===== src/rtl/mmspi_pkg.sv =====
package mmspi_pkg;

  localparam int SPI_W = 8;

  typedef enum logic [1:0] {
    NSS_NONE = 2'd0,
    NSS_IN   = 2'd1,
    NSS_OUT  = 2'd2
  } nss_mode_e;

  // shift one bit in at the LSB end
  function automatic logic [SPI_W-1:0] shl_in(input logic [SPI_W-1:0] d, input logic b);
    return {d[SPI_W-2:0], b};
  endfunction

  // phase 0 samples on the leading edge, phase 1 on the trailing edge
  function automatic logic is_sample(input logic lead, input logic cpha);
    return cpha ? !lead : lead;
  endfunction

endpackage


===== src/rtl/mmspi_fifo.sv =====
module mmspi_fifo #(
  parameter int W     = 8,
  parameter int DEPTH = 2
) (
  input  logic         clk,
  input  logic         rst_n,
  input  logic         push,
  input  logic [W-1:0] wdata,
  input  logic         pop,
  output logic [W-1:0] rdata,
  output logic         full,
  output logic         empty
);
  localparam int AW = (DEPTH > 1) ? $clog2(DEPTH) : 1;
  localparam int CW = $clog2(DEPTH + 1);

  logic [W-1:0]  mem [DEPTH];
  logic [AW-1:0] wp, rp;
  logic [CW-1:0] cnt;
  logic          do_push, do_pop;

  assign full    = (cnt == CW'(DEPTH));
  assign empty   = (cnt == '0);
  assign do_push = push && !full;
  assign do_pop  = pop && !empty;
  assign rdata   = mem[rp];

  always_ff @(posedge clk) begin
    if (do_push) mem[wp] <= wdata;
  end

  always_ff @(posedge clk or negedge rst_n) begin
    if (!rst_n) begin
      wp  <= '0;
      rp  <= '0;
      cnt <= '0;
    end else begin
      if (do_push) wp <= (wp == AW'(DEPTH - 1)) ? '0 : wp + 1'b1;
      if (do_pop)  rp <= (rp == AW'(DEPTH - 1)) ? '0 : rp + 1'b1;
      case ({do_push, do_pop})
        2'b10:   cnt <= cnt + 1'b1;
        2'b01:   cnt <= cnt - 1'b1;
        default: cnt <= cnt;
      endcase
    end
  end


  fifo_bound_chk: assert property (@(posedge clk) disable iff (!rst_n)
    cnt <= CW'(DEPTH));


  drop_when_full_chk: assert property (@(posedge clk) disable iff (!rst_n)
    (full && push && !pop) |=> ($stable(cnt) && $stable(wp)));

endmodule


===== src/rtl/mmspi_clkdiv.sv =====
module mmspi_clkdiv #(
  parameter int DW = 8
) (
  input  logic          clk,
  input  logic          rst_n,
  input  logic          en,
  input  logic [DW-1:0] div,
  output logic          tick
);
  logic [DW-1:0] cnt;

  assign tick = en && (cnt == div);

  always_ff @(posedge clk or negedge rst_n) begin
    if (!rst_n)          cnt <= '0;
    else if (!en || tick) cnt <= '0;
    else                 cnt <= cnt + 1'b1;
  end


  half_period_gap_chk: assert property (@(posedge clk) disable iff (!rst_n)
    (tick && div != '0) |=> (!tick || div != $past(div)));

endmodule


===== src/rtl/mmspi_tmo.sv =====
module mmspi_tmo #(
  parameter int TW = 8
) (
  input  logic          clk,
  input  logic          rst_n,
  input  logic          arm,
  input  logic          kick,
  input  logic [TW-1:0] limit,
  output logic          hit
);
  logic [TW-1:0] cnt;

  assign hit = arm && !kick && (limit != '0) && (cnt == limit - 1'b1);

  always_ff @(posedge clk or negedge rst_n) begin
    if (!rst_n)                                    cnt <= '0;
    else if (!arm || kick || hit || limit == '0)   cnt <= '0;
    else                                           cnt <= cnt + 1'b1;
  end


  tmo_spacing_chk: assert property (@(posedge clk) disable iff (!rst_n)
    (hit && limit > TW'(1)) |=> !hit);

endmodule


===== src/rtl/mmspi_ctrl.sv =====
module mmspi_ctrl
  import mmspi_pkg::*;
#(
  parameter int DIV_W      = 8,
  parameter int TMO_W      = 8,
  parameter int FIFO_DEPTH = 2
) (
  input  logic             clk,
  input  logic             rst_n,
  input  logic             cfg_master,
  input  logic             cfg_cpol,
  input  logic             cfg_cpha,
  input  logic [1:0]       cfg_nss_mode,
  input  logic             cfg_cs_level,
  input  logic [DIV_W-1:0] cfg_div,
  input  logic [TMO_W-1:0] cfg_tmo,
  input  logic [SPI_W-1:0] tx_data,
  input  logic             tx_valid,
  output logic             tx_ready,
  output logic [SPI_W-1:0] rx_data,
  output logic             rx_valid,
  input  logic             rx_ready,
  input  logic             fault_clr,
  output logic             mode_fault,
  input  logic             tmo_clr,
  output logic             tmo_flag,
  output logic             busy,
  output logic             sck_o,
  output logic             sck_oe,
  input  logic             sck_i,
  output logic             mosi_o,
  output logic             mosi_oe,
  input  logic             mosi_i,
  output logic             miso_o,
  output logic             miso_oe,
  input  logic             miso_i,
  output logic             nss_o,
  output logic             nss_oe,
  input  logic             nss_i
);
  localparam int HCW = $clog2(2 * SPI_W);
  localparam int BW  = $clog2(SPI_W);

  nss_mode_e nmode;
  assign nmode = nss_mode_e'(cfg_nss_mode);

  // ---- pin synchronisers: {nss, mosi, sck} ----
  logic [2:0] s1, s2;
  logic       sck_prev;
  logic [1:0] warm;
  logic       warm_ok;
  always_ff @(posedge clk or negedge rst_n) begin
    if (!rst_n) begin
      s1 <= 3'b100; s2 <= 3'b100; sck_prev <= 1'b0; warm <= '0;
    end else begin
      s1 <= {nss_i, mosi_i, sck_i};
      s2 <= s1;
      sck_prev <= s2[0];
      if (warm != 2'd3) warm <= warm + 1'b1;
    end
  end
  assign warm_ok = (warm == 2'd3);

  // ---- queues ----
  logic             txq_pop, txq_full, txq_empty;
  logic [SPI_W-1:0] txq_rdata;
  logic             rx_push, rx_pop, rxq_full, rxq_empty;
  logic [SPI_W-1:0] rx_wdata;

  mmspi_fifo #(.W(SPI_W), .DEPTH(FIFO_DEPTH)) u_txq (
    .clk, .rst_n, .push(tx_valid), .wdata(tx_data), .pop(txq_pop),
    .rdata(txq_rdata), .full(txq_full), .empty(txq_empty));

  mmspi_fifo #(.W(SPI_W), .DEPTH(FIFO_DEPTH)) u_rxq (
    .clk, .rst_n, .push(rx_push), .wdata(rx_wdata), .pop(rx_pop),
    .rdata(rx_data), .full(rxq_full), .empty(rxq_empty));

  assign tx_ready = !txq_full;
  assign rx_valid = !rxq_empty;
  assign rx_pop   = rx_ready && rx_valid;

  // ---- mode fault ----
  logic fault, fault_set, master_act;
  assign fault_set  = cfg_master && (nmode == NSS_IN) && !s2[2] && warm_ok;
  assign master_act = cfg_master && !fault;
  always_ff @(posedge clk or negedge rst_n) begin
    if (!rst_n)         fault <= 1'b0;
    else if (fault_set) fault <= 1'b1;
    else if (fault_clr) fault <= 1'b0;
  end
  assign mode_fault = fault;

  // ---- master shifter ----
  logic             m_act, m_ph, m_tick, m_start, m_done;
  logic [HCW-1:0]   m_hc;
  logic [SPI_W-1:0] m_tx, m_rx;

  mmspi_clkdiv #(.DW(DIV_W)) u_div (
    .clk, .rst_n, .en(m_act), .div(cfg_div), .tick(m_tick));

  assign m_start = master_act && !m_act && !txq_empty;
  assign m_done  = master_act && m_act && m_tick && (m_hc == HCW'(2 * SPI_W - 1));

  always_ff @(posedge clk or negedge rst_n) begin
    if (!rst_n) begin
      m_act <= 1'b0; m_ph <= 1'b0; m_hc <= '0; m_tx <= '1; m_rx <= '0;
    end else if (!master_act) begin
      m_act <= 1'b0; m_ph <= 1'b0; m_hc <= '0;
    end else if (m_start) begin
      m_act <= 1'b1; m_ph <= 1'b0; m_hc <= '0; m_tx <= txq_rdata;
    end else if (m_act && m_tick) begin
      m_ph <= ~m_ph;
      m_hc <= m_hc + 1'b1;
      if (is_sample(!m_hc[0], cfg_cpha)) m_rx <= shl_in(m_rx, miso_i);
      else if (m_hc != '0)               m_tx <= shl_in(m_tx, 1'b1);
      if (m_done) m_act <= 1'b0;
    end
  end

  // ---- slave shifter ----
  logic             slv_sel, s_edge, s_lead, s_sample, s_drive, s_done, s_load, s_need;
  logic             tmo_hit;
  logic [BW-1:0]    s_bit;
  logic [SPI_W-1:0] s_rx, s_tx;

  assign slv_sel  = !cfg_master && ((nmode == NSS_IN) ? !s2[2] : 1'b1);
  assign s_edge   = warm_ok && (s2[0] != sck_prev);
  assign s_lead   = (s2[0] != cfg_cpol);
  assign s_sample = slv_sel && s_edge && is_sample(s_lead, cfg_cpha);
  assign s_drive  = slv_sel && s_edge && !is_sample(s_lead, cfg_cpha);
  assign s_done   = s_sample && (s_bit == BW'(SPI_W - 1));
  assign s_load   = s_need && !txq_empty && !cfg_master && (s_bit == '0) && !s_done;

  always_ff @(posedge clk or negedge rst_n) begin
    if (!rst_n) begin
      s_bit <= '0; s_rx <= '0; s_tx <= '1; s_need <= 1'b1;
    end else begin
      if (!slv_sel || tmo_hit) s_bit <= '0;
      else if (s_sample) begin
        s_bit <= s_bit + 1'b1;
        s_rx  <= shl_in(s_rx, s2[1]);
      end
      if (s_done) begin
        s_tx <= '1; s_need <= 1'b1;
      end else if (s_load) begin
        s_tx <= txq_rdata; s_need <= 1'b0;
      end else if (s_drive && s_bit != '0) begin
        s_tx <= shl_in(s_tx, 1'b1);
      end
    end
  end

  // ---- slave timeout ----
  mmspi_tmo #(.TW(TMO_W)) u_tmo (
    .clk, .rst_n,
    .arm(!cfg_master && (s_bit != '0 || !rxq_empty)),
    .kick((slv_sel && s_edge) || rx_pop),
    .limit(cfg_tmo), .hit(tmo_hit));

  always_ff @(posedge clk or negedge rst_n) begin
    if (!rst_n)       tmo_flag <= 1'b0;
    else if (tmo_hit) tmo_flag <= 1'b1;
    else if (tmo_clr) tmo_flag <= 1'b0;
  end

  // ---- joins and pins ----
  assign txq_pop  = m_start || s_load;
  assign rx_push  = m_done || s_done;
  assign rx_wdata = m_done ? (cfg_cpha ? shl_in(m_rx, miso_i) : m_rx) : shl_in(s_rx, s2[1]);
  assign busy     = m_act || (s_bit != '0);
  assign sck_o    = cfg_cpol ^ m_ph;
  assign sck_oe   = master_act;
  assign mosi_o   = m_tx[SPI_W-1];
  assign mosi_oe  = master_act;
  assign miso_o   = s_tx[SPI_W-1];
  assign miso_oe  = slv_sel;
  assign nss_o    = cfg_cs_level;
  assign nss_oe   = master_act && (nmode == NSS_OUT);


  fault_stops_master_chk: assert property (@(posedge clk) disable iff (!rst_n)
    mode_fault |=> !m_act);


  idle_sck_level_chk: assert property (@(posedge clk) disable iff (!rst_n)
    !m_act |-> (sck_o == cfg_cpol));


  tmo_clears_count_chk: assert property (@(posedge clk) disable iff (!rst_n)
    tmo_hit |=> (s_bit == '0));


  rx_full_held_chk: assert property (@(posedge clk) disable iff (!rst_n)
    (rxq_full && !rx_pop) |=> rxq_full);

endmodule


===== config.mk =====
export PLATFORM = sky130hd
export DESIGN_NAME = mmspi_ctrl
export DESIGN_NICKNAME = d
export VERILOG_FILES = /design/src/rtl/mmspi_pkg.sv /design/src/rtl/mmspi_fifo.sv /design/src/rtl/mmspi_clkdiv.sv /design/src/rtl/mmspi_tmo.sv /design/src/rtl/mmspi_ctrl.sv
export SDC_FILE = /design/constraint.sdc
export NUM_CORES = 1
export LEC_CHECK = 0
export ABC_AREA = 1
export CAP_MARGIN = 20
export CORE_MARGIN = 2
export CORE_UTILIZATION = 25
export CTS_CLUSTER_SIZE = 20
export DETAILED_ROUTE_END_ITERATION = 7
export DONT_BUFFER_PORTS = 1
export MAX_ROUTING_LAYER = met4
export SLEW_MARGIN = 40
export SYNTH_ARGS = -nofsm -noshare
export SYNTH_HDL_FRONTEND = slang
export SYNTH_SLANG_ARGS = --single-unit

===== constraint.sdc =====
create_clock -name clk -period 2.46 [get_ports clk]
set_input_delay 0.492 -clock clk [delete_from_list [all_inputs] [get_ports clk]]
set_output_delay 0.492 -clock clk [all_outputs]
set_load 0.05 [all_outputs]

==> out/metrics.csv, run 1 <==
metric,value,unit
outcome,"finished, final reports clean",
grt_max_degree,77,
vias_per_cell,4.09,
cts_root_buf,clkbuf_16,
io_pins,61,
async_flop_share,70.4,%
die_w,150,um
r2r_start,warm[0],
grt_pass1_vias,3665,
pwr-share-clk,26.7,%
antenna_found_initial,0,
internal_power,3.58,mW
highest-signal-layer,met4,
ant_nets,0,
die_area,22500,um^2
tightestPinTransition,730,ps
slew_headroom,51.1,%
core.rowCount,53,
wl_met2,4.63,mm
cp.arrival,2430,ps
cts_tree,done,
period_needed,2180,ps
ys_seq_elements,108,
syn2layout_area_growth,12.7,%
p_sw,2.05,mW
reg2reg_slack,280,ps
via_count,3574,
path_max_fanout,5,
synth_area_leaders,"dfrtp_1 27%, edfxtp_1 18%, nand2_1 13%",
nets,644,
power_leakage,2.66,nW
worstPathRequired,2700,ps
irDropWorstVdd,0.428,mV
drcViolationCount,0,
fillCellCount,2278,
hpwl,7.49,mm
critPathLaunch,warm[0],
pwr-share-comb,26.4,%
routabilityCongestion,0.739,
grt_pass1_wl,17.7,mm
clock-sinks,108,
dpl_cell_area,5660,um^2
track_usage,10.4,%
skew,9.93,ps
holdCritPathClass,input port to asynchronous set/reset pin,
slew_viol_final,0,
coreArea,21000,um^2
pwr-share-seq,46.9,%
syn_avg_cell_area,9.16,um^2
worstRegToRegCells,12,
dieHeight,150,um
syn_inst,581,
end_kind,register,
htreeDepth,3,
clock_latency,360,ps
synth_seq_area_share,54.2,%
routedWlPerCell,11.7,um
synth-edff-count,32,
synthFlopType,dfrtp_1,
dr.pass1.iters,4,
drt_iter0_markers,170,
crit_path_end,u_txq.cnt[1],
synth_fp_nets,632,
drv_cap,0,
ys_types,44,
wl_met3,461,um
antenna_cells,0,
setup_violations,0,
rsz0062_at_grt,false,
portBuffers,0,
sw_frac_of_total,36.5,%
cts_buffer_depth,2,
power_density,939,nW/um^2
finalCritPeriodShare,88.8,%
yosys.area.top_type,dfrtp_1,
initial_utilization,25.4,%
drive_gt1_share,13.7,%
wirelength,10.2,mm
grt-ovfl-total,0,
path_clk_slew,70,ps
numCtsBuffers,9,
hold_viol_final,0,
yosysWarnings,0,
design_area,6000,um^2
syn_area,5320,um^2
wl_met1,5.04,mm
path_class,register to register,
reg2reg_to,u_txq.cnt[1],
tns,0,ps
max_freq,458,MHz
netlist.area_leader.share,26.8,%
worstSetupStartpointType,register,
[critical path, stage by stage (launching register included)]
cell     delay, ps
dfrtp_1        370
ha_2           220
o21ai_0         80
a21oi_1        160
nand2_1         90
nor2_1         170
nand2_2        100
nand2_1        100
nand2_1         90
ha_1           330
a21oi_1        110
o21ai_0        110
xnor2_1        140
[registers in the layout (all words and copies together) (netlist names), 2 cells and up]
register / count
s1: 3
s_rx: 7
s_tx: 8
u_txq.cnt: 2
u_rxq.cnt: 2
u_div.cnt: 8
warm: 2
u_tmo.cnt: 8
s_bit: 3
m_hc: 4
m_tx: 8
u_rxq.mem: 16
m_rx: 8
s2: 3
u_txq.mem: 16
[Yosys cell counts (2+ instances only)]
| cell type | number |
|---|---|
| nand2_1 | 182 |
| inv_1 | 68 |
| dfrtp_1 | 57 |
| nor2_1 | 43 |
| edfxtp_1 | 32 |
| o21ai_0 | 31 |
| dfstp_2 | 19 |
| nand3_1 | 15 |
| xor2_1 | 13 |
| xnor2_1 | 12 |
| a21oi_1 | 11 |
| ha_1 | 11 |
| o21ai_1 | 9 |
| mux2i_1 | 8 |
| nor3_1 | 8 |
| o21ai_2 | 8 |
| nor2_2 | 6 |
| buf_6 | 5 |
| nand4_1 | 5 |
| nor3b_1 | 4 |
| a21oi_2 | 3 |
| clkbuf_1 | 3 |
| a31oi_1 | 2 |
| and3_1 | 2 |
| buf_2 | 2 |
| buf_4 | 2 |
| nor3_4 | 2 |
| or2_2 | 2 |
[power groups by stage]
| stage | Clock, mW | Combinational, mW | Sequential (mW) |
|---|---|---|---|
| after floorplan | 0 | 1.29 | 2.56 |
| after global placement | 0 | 1.45 | 2.67 |
| after detailed placement | 0 | 1.47 | 2.68 |
| after CTS | 1.56 | 1.50 | 2.65 |
| after global routing | 1.63 | 1.70 | 2.70 |
| final | 1.51 | 1.48 | 2.64 |
[layout make-up]
cell class,instances,area [um^2],area share [%]
tap,275,344,5.74
timing repair buffer,14,125,2.09
clock buffer,10,229,3.82
sequential,108,2890,48.1
multi-input combinational,390,2070,34.6
inverter,70,263,4.38
clock inverter,6,76.3,1.27
[logic make-up after synthesis]
kind of cell | synth area share, %
compound gates | 7.38
xor+xnor | 4.42
fa+ha+maj | 2.59
buf+inv | 7.05
flops | 54.2
mux | 1.72
simple gates | 22.6
[cells in the final DEF (no fill, tap or decap), types with 4 or more instances in the layout]
master | synthesis | layout
buf_4 | 2 | 13
nor2_2 | 6 | 5
a21oi_1 | 11 | 11
mux2i_1 | 8 | 8
nor3_1 | 8 | 7
o21ai_1 | 9 | 9
o21ai_2 | 8 | 8
nor3b_1 | 4 | 4
o21ai_0 | 31 | 31
xnor2_1 | 12 | 12
ha_1 | 11 | 10
nand3_1 | 15 | 15
inv_1 | 68 | 68
dfrtp_1 | 57 | 56
nand2_1 | 182 | 181
clkbuf_16 | 0 | 9
dfstp_2 | 19 | 19
nand4_1 | 5 | 5
edfxtp_1 | 32 | 32
nor2_1 | 43 | 43
xor2_1 | 13 | 13
[worst min-delay path by stage]
stage / start / end / slack, ps / cells past startpoint
finish: rst_n / u_txq.wp / 7 / 1
global route: rst_n / u_txq.wp / 40 / 1
CTS: rst_n / u_txq.wp / 30 / 1
detailed placement: rst_n / u_txq.wp / 200 / 0
global placement: rst_n / u_txq.wp / 200 / 0
floorplan: rst_n / m_act / 200 / 0
[metal layers]
layer | vias up | GRT usage, %
li1 | 1881 | -
met1 | 1633 | 13.3
met2 | 52 | 15.8
met3 | 8 | 3.20
met4 | 0 | 3.02
met5 | - | -
[metrics by stage]
| stage | power (mW) | std cells | hold slack [ps] | worst slack (ps) | utilization (%) |
|---|---|---|---|---|---|
| finish | 5.63 | 873 | 6.88 | 276 | 28.6 |
| global route | 6.03 | 873 | 41.8 | 9.03 | 28.6 |
| CTS | 5.71 | 873 | 28.6 | 235 | 28.6 |
| detailed placement | 4.15 | 856 | 202 | 247 | 27.0 |
| global placement | 4.12 | 856 | 202 | 284 | 27.0 |
| floorplan | 3.86 | 581 | 196 | 69.1 | - |
[timing repair]
| item | in CTS | in global routing |
|---|---|---|
| resized for setup | 0 | 2 |
| hold buffers | 1 | 0 |
| endpoints found under the hold margin | 76 | 0 |
| buffers inserted | 0 | 0 |
| setup endpoints to repair | 0 | 1 |
No activity file was read; power rests on OpenSTA's default activity.
==> run 2, diff against run 1 <==
--- a/config.mk
+++ b/config.mk
@@ -8,10 +8,13 @@
 export ABC_AREA = 1
 export CAP_MARGIN = 20
+export CELL_PAD_IN_SITES_DETAIL_PLACEMENT = 1
+export CELL_PAD_IN_SITES_GLOBAL_PLACEMENT = 2
 export CORE_MARGIN = 2
-export CORE_UTILIZATION = 25
+export CORE_UTILIZATION = 39
 export CTS_CLUSTER_SIZE = 20
 export DETAILED_ROUTE_END_ITERATION = 7
 export DONT_BUFFER_PORTS = 1
 export MAX_ROUTING_LAYER = met4
+export PLACE_DENSITY_LB_ADDON = 0.1
 export SLEW_MARGIN = 40
 export SYNTH_ARGS = -nofsm -noshare
==> constraint.sdc (replaced) <==
create_clock -name clk -period 2.46 [get_ports clk]
set_input_delay 0.369 -clock clk [delete_from_list [all_inputs] [get_ports clk]]
set_output_delay 0.369 -clock clk [all_outputs]
set_load 0.05 [all_outputs]
==> out/metrics.csv, run 2 (same netlist as run 1, synthesis figures left out) <==
metric,value,unit,change
outcome,"finished, final reports clean",,unchanged
numCtsBuffers,9,,unchanged
final_cell_mix,"181 x nand2_1, 68 x inv_1, 56 x dfrtp_1, 42 x nor2_1, 32 x edfxtp_1",,"was 181 x nand2_1, 68 x inv_1, 56 x dfrtp_1, 43 x nor2_1, 32 x edfxtp_1"
hold_viol_final,0,,unchanged
coreArea,13300,um^2,was 21000 um^2
ant_nets,0,,unchanged
initial_utilization,40.0,%,was 25.4%
end_kind,register,,unchanged
routedWlPerCell,14.1,um,was 11.7 um
path_clk_slew,70,ps,about the same
drive_gt1_share,13.7,%,about the same
reg_top3,"u_rxq.mem x16, u_txq.mem x16",,unchanged
dieHeight,121,um,was 150 um
grt_pass1_wl,18.8,mm,was 17.7 mm
holdCritPathClass,input port to register,,was input port to asynchronous set/reset pin
vias_per_cell,4.79,,was 4.09
portBuffers,0,,unchanged
power_leakage,2.66,nW,about the same
wirelength,10.9,mm,was 10.2 mm
nets,645,,was 644
syn2layout_area_growth,10.6,%,was 12.7%
tightestPinTransition,677,ps,was 730 ps
placedCellCount,755,,was 856
cts_buffer_depth,2,,unchanged
path_max_fanout,5,,unchanged
die_w,121,um,was 150 um
clock-sinks,108,,unchanged
internal_power,3.57,mW,was 3.58 mW
drcViolationCount,0,,unchanged
grt_pass1_vias,3980,,was 3665
skew,11.7,ps,was 9.93 ps
dpl_cell_area,5520,um^2,was 5660 um^2
sw_frac_of_total,36.2,%,was 36.5%
pwr-share-seq,47.2,%,was 46.9%
grt-ovfl-total,0,,unchanged
cts_root_buf,clkbuf_16,,unchanged
path_class,register to register,,unchanged
layout.cells.non_filler,775,,was 873
worstPathRequired,2690,ps,was 2700 ps
clock_latency,360,ps,about the same
cts_tree,done,,unchanged
dr.pass1.iters,4,,unchanged
irDropWorstVdd,0.447,mV,was 0.428 mV
htreeDepth,3,,unchanged
setup_violations,0,,unchanged
cp.arrival,2520,ps,was 2430 ps
pwr-share-comb,26.4,%,about the same
slew_headroom,54.7,%,was 51.1%
design_area,5880,um^2,was 6000 um^2
via_count,3711,,was 3574
core.rowCount,42,,was 53
pwr-share-clk,26.3,%,was 26.7%
hpwl,7.91,mm,was 7.49 mm
drv_cap,0,,unchanged
tns,0,ps,unchanged
drt_iter0_markers,149,,was 170
period_needed,2290,ps,was 2180 ps
p_sw,2.03,mW,was 2.05 mW
antenna_cells,0,,unchanged
grt_max_degree,77,,unchanged
die_area,14600,um^2,was 22500 um^2
io_pins,61,,unchanged
final_common_cell,nand2_1,,unchanged
worstSetupStartpointType,register,,unchanged
max_freq,438,MHz,was 458 MHz
track_usage,16.9,%,was 10.4%
power_density,952,nW/um^2,was 939 nW/um^2
antenna_found_initial,0,,unchanged
routabilityCongestion,0.760,,was 0.739
finalCritPeriodShare,92.9,%,was 88.8%
slew_viol_final,0,,unchanged
==> run 2: changes by cell type in the layout (fill, tap and decap cells not counted), sizes merged <==
cell         previous run  this run
buf                    14        13
inv                    73        71
dlygate4sd3             0         2
clkinv                  2         4
==> run 2: routing by layer <==
layer / part of all wire [%] / global-route usage, % / wire length, um
met1: 47 / 20.3 / 5180
met2: 48 / 28.2 / 5300
met3: 2.2 / 2.50 / 238
met4: 1.9 / 7.85 / 211
met5: 0 / - / 0
==> run 2: layout make-up <==
class | count | area (um^2)
clock buffer | 10 | 229
clock inverter | 6 | 70.1
fill | 1559 | 7410
inverter | 70 | 263
multi-input combinational | 390 | 2080
sequential | 108 | 2890
tap | 176 | 220
timing repair buffer | 15 | 138
==> run 2: worst max-delay path: stages (launching register included) <==
cell	delay (ps)
dfrtp_1	370
ha_2	230
o21ai_0	90
a21oi_1	190
nand2_1	90
nor2_1	170
nand2_2	100
nand2_1	140
nand2_1	100
ha_1	310
a21oi_1	120
o21ai_0	110
xor2_1	150
==> run 2: repair_timing <==
item / 4_1_cts / 5_1_grt
hold endpoints to repair: 77 / 0
gates resized for setup: 0 / 2
setup endpoints to repair: 0 / 2
buffers inserted: 0 / 1
hold buffers: 3 / 0
==> run 2: stage by stage <==
| stage | util [%] | setup slack [ps] | hold WS [ps] | total power [mW] |
|---|---|---|---|---|
| 6_report | 44.3 | 174 | 40.4 | 5.60 |
| 5_1_grt | 44.3 | -41.8 | 22.1 | 5.97 |
| 4_1_cts | 44.1 | 128 | 18.3 | 5.69 |
| 3_5_place_dp | 41.5 | 153 | 75.3 | 4.15 |
| 3_3_place_gp | 41.5 | 242 | 75.0 | 4.08 |
| 2_1_floorplan | - | 92.4 | 73.4 | 3.86 |
==> run 2: path summary, 6_finish.rpt <==
check | slack [ps] | endpoint | depth (start not counted) | start
worst min register to register | 350 | s2[0] | 0 | s1[0]
max in group asynchronous | 1510 | m_tx[0] | 2 | rst_n
worst max-delay path | 170 | u_rxq.cnt[1] | 12 | warm[0]
worst min-delay path | 40 | s1[0] | 0 | sck_i
min in group asynchronous | 600 | s2[0] | 2 | rst_n
worst max register to register | 170 | u_rxq.cnt[1] | 12 | warm[0]
==> run 2: power by group through the flow <==
stage	Clock [mW]	Combinational [mW]	Sequential, mW
6_report	1.48	1.48	2.65
3_5_place_dp	0	1.47	2.68
5_1_grt	1.59	1.68	2.70
2_1_floorplan	0	1.29	2.56
3_3_place_gp	0	1.42	2.66
4_1_cts	1.53	1.51	2.65
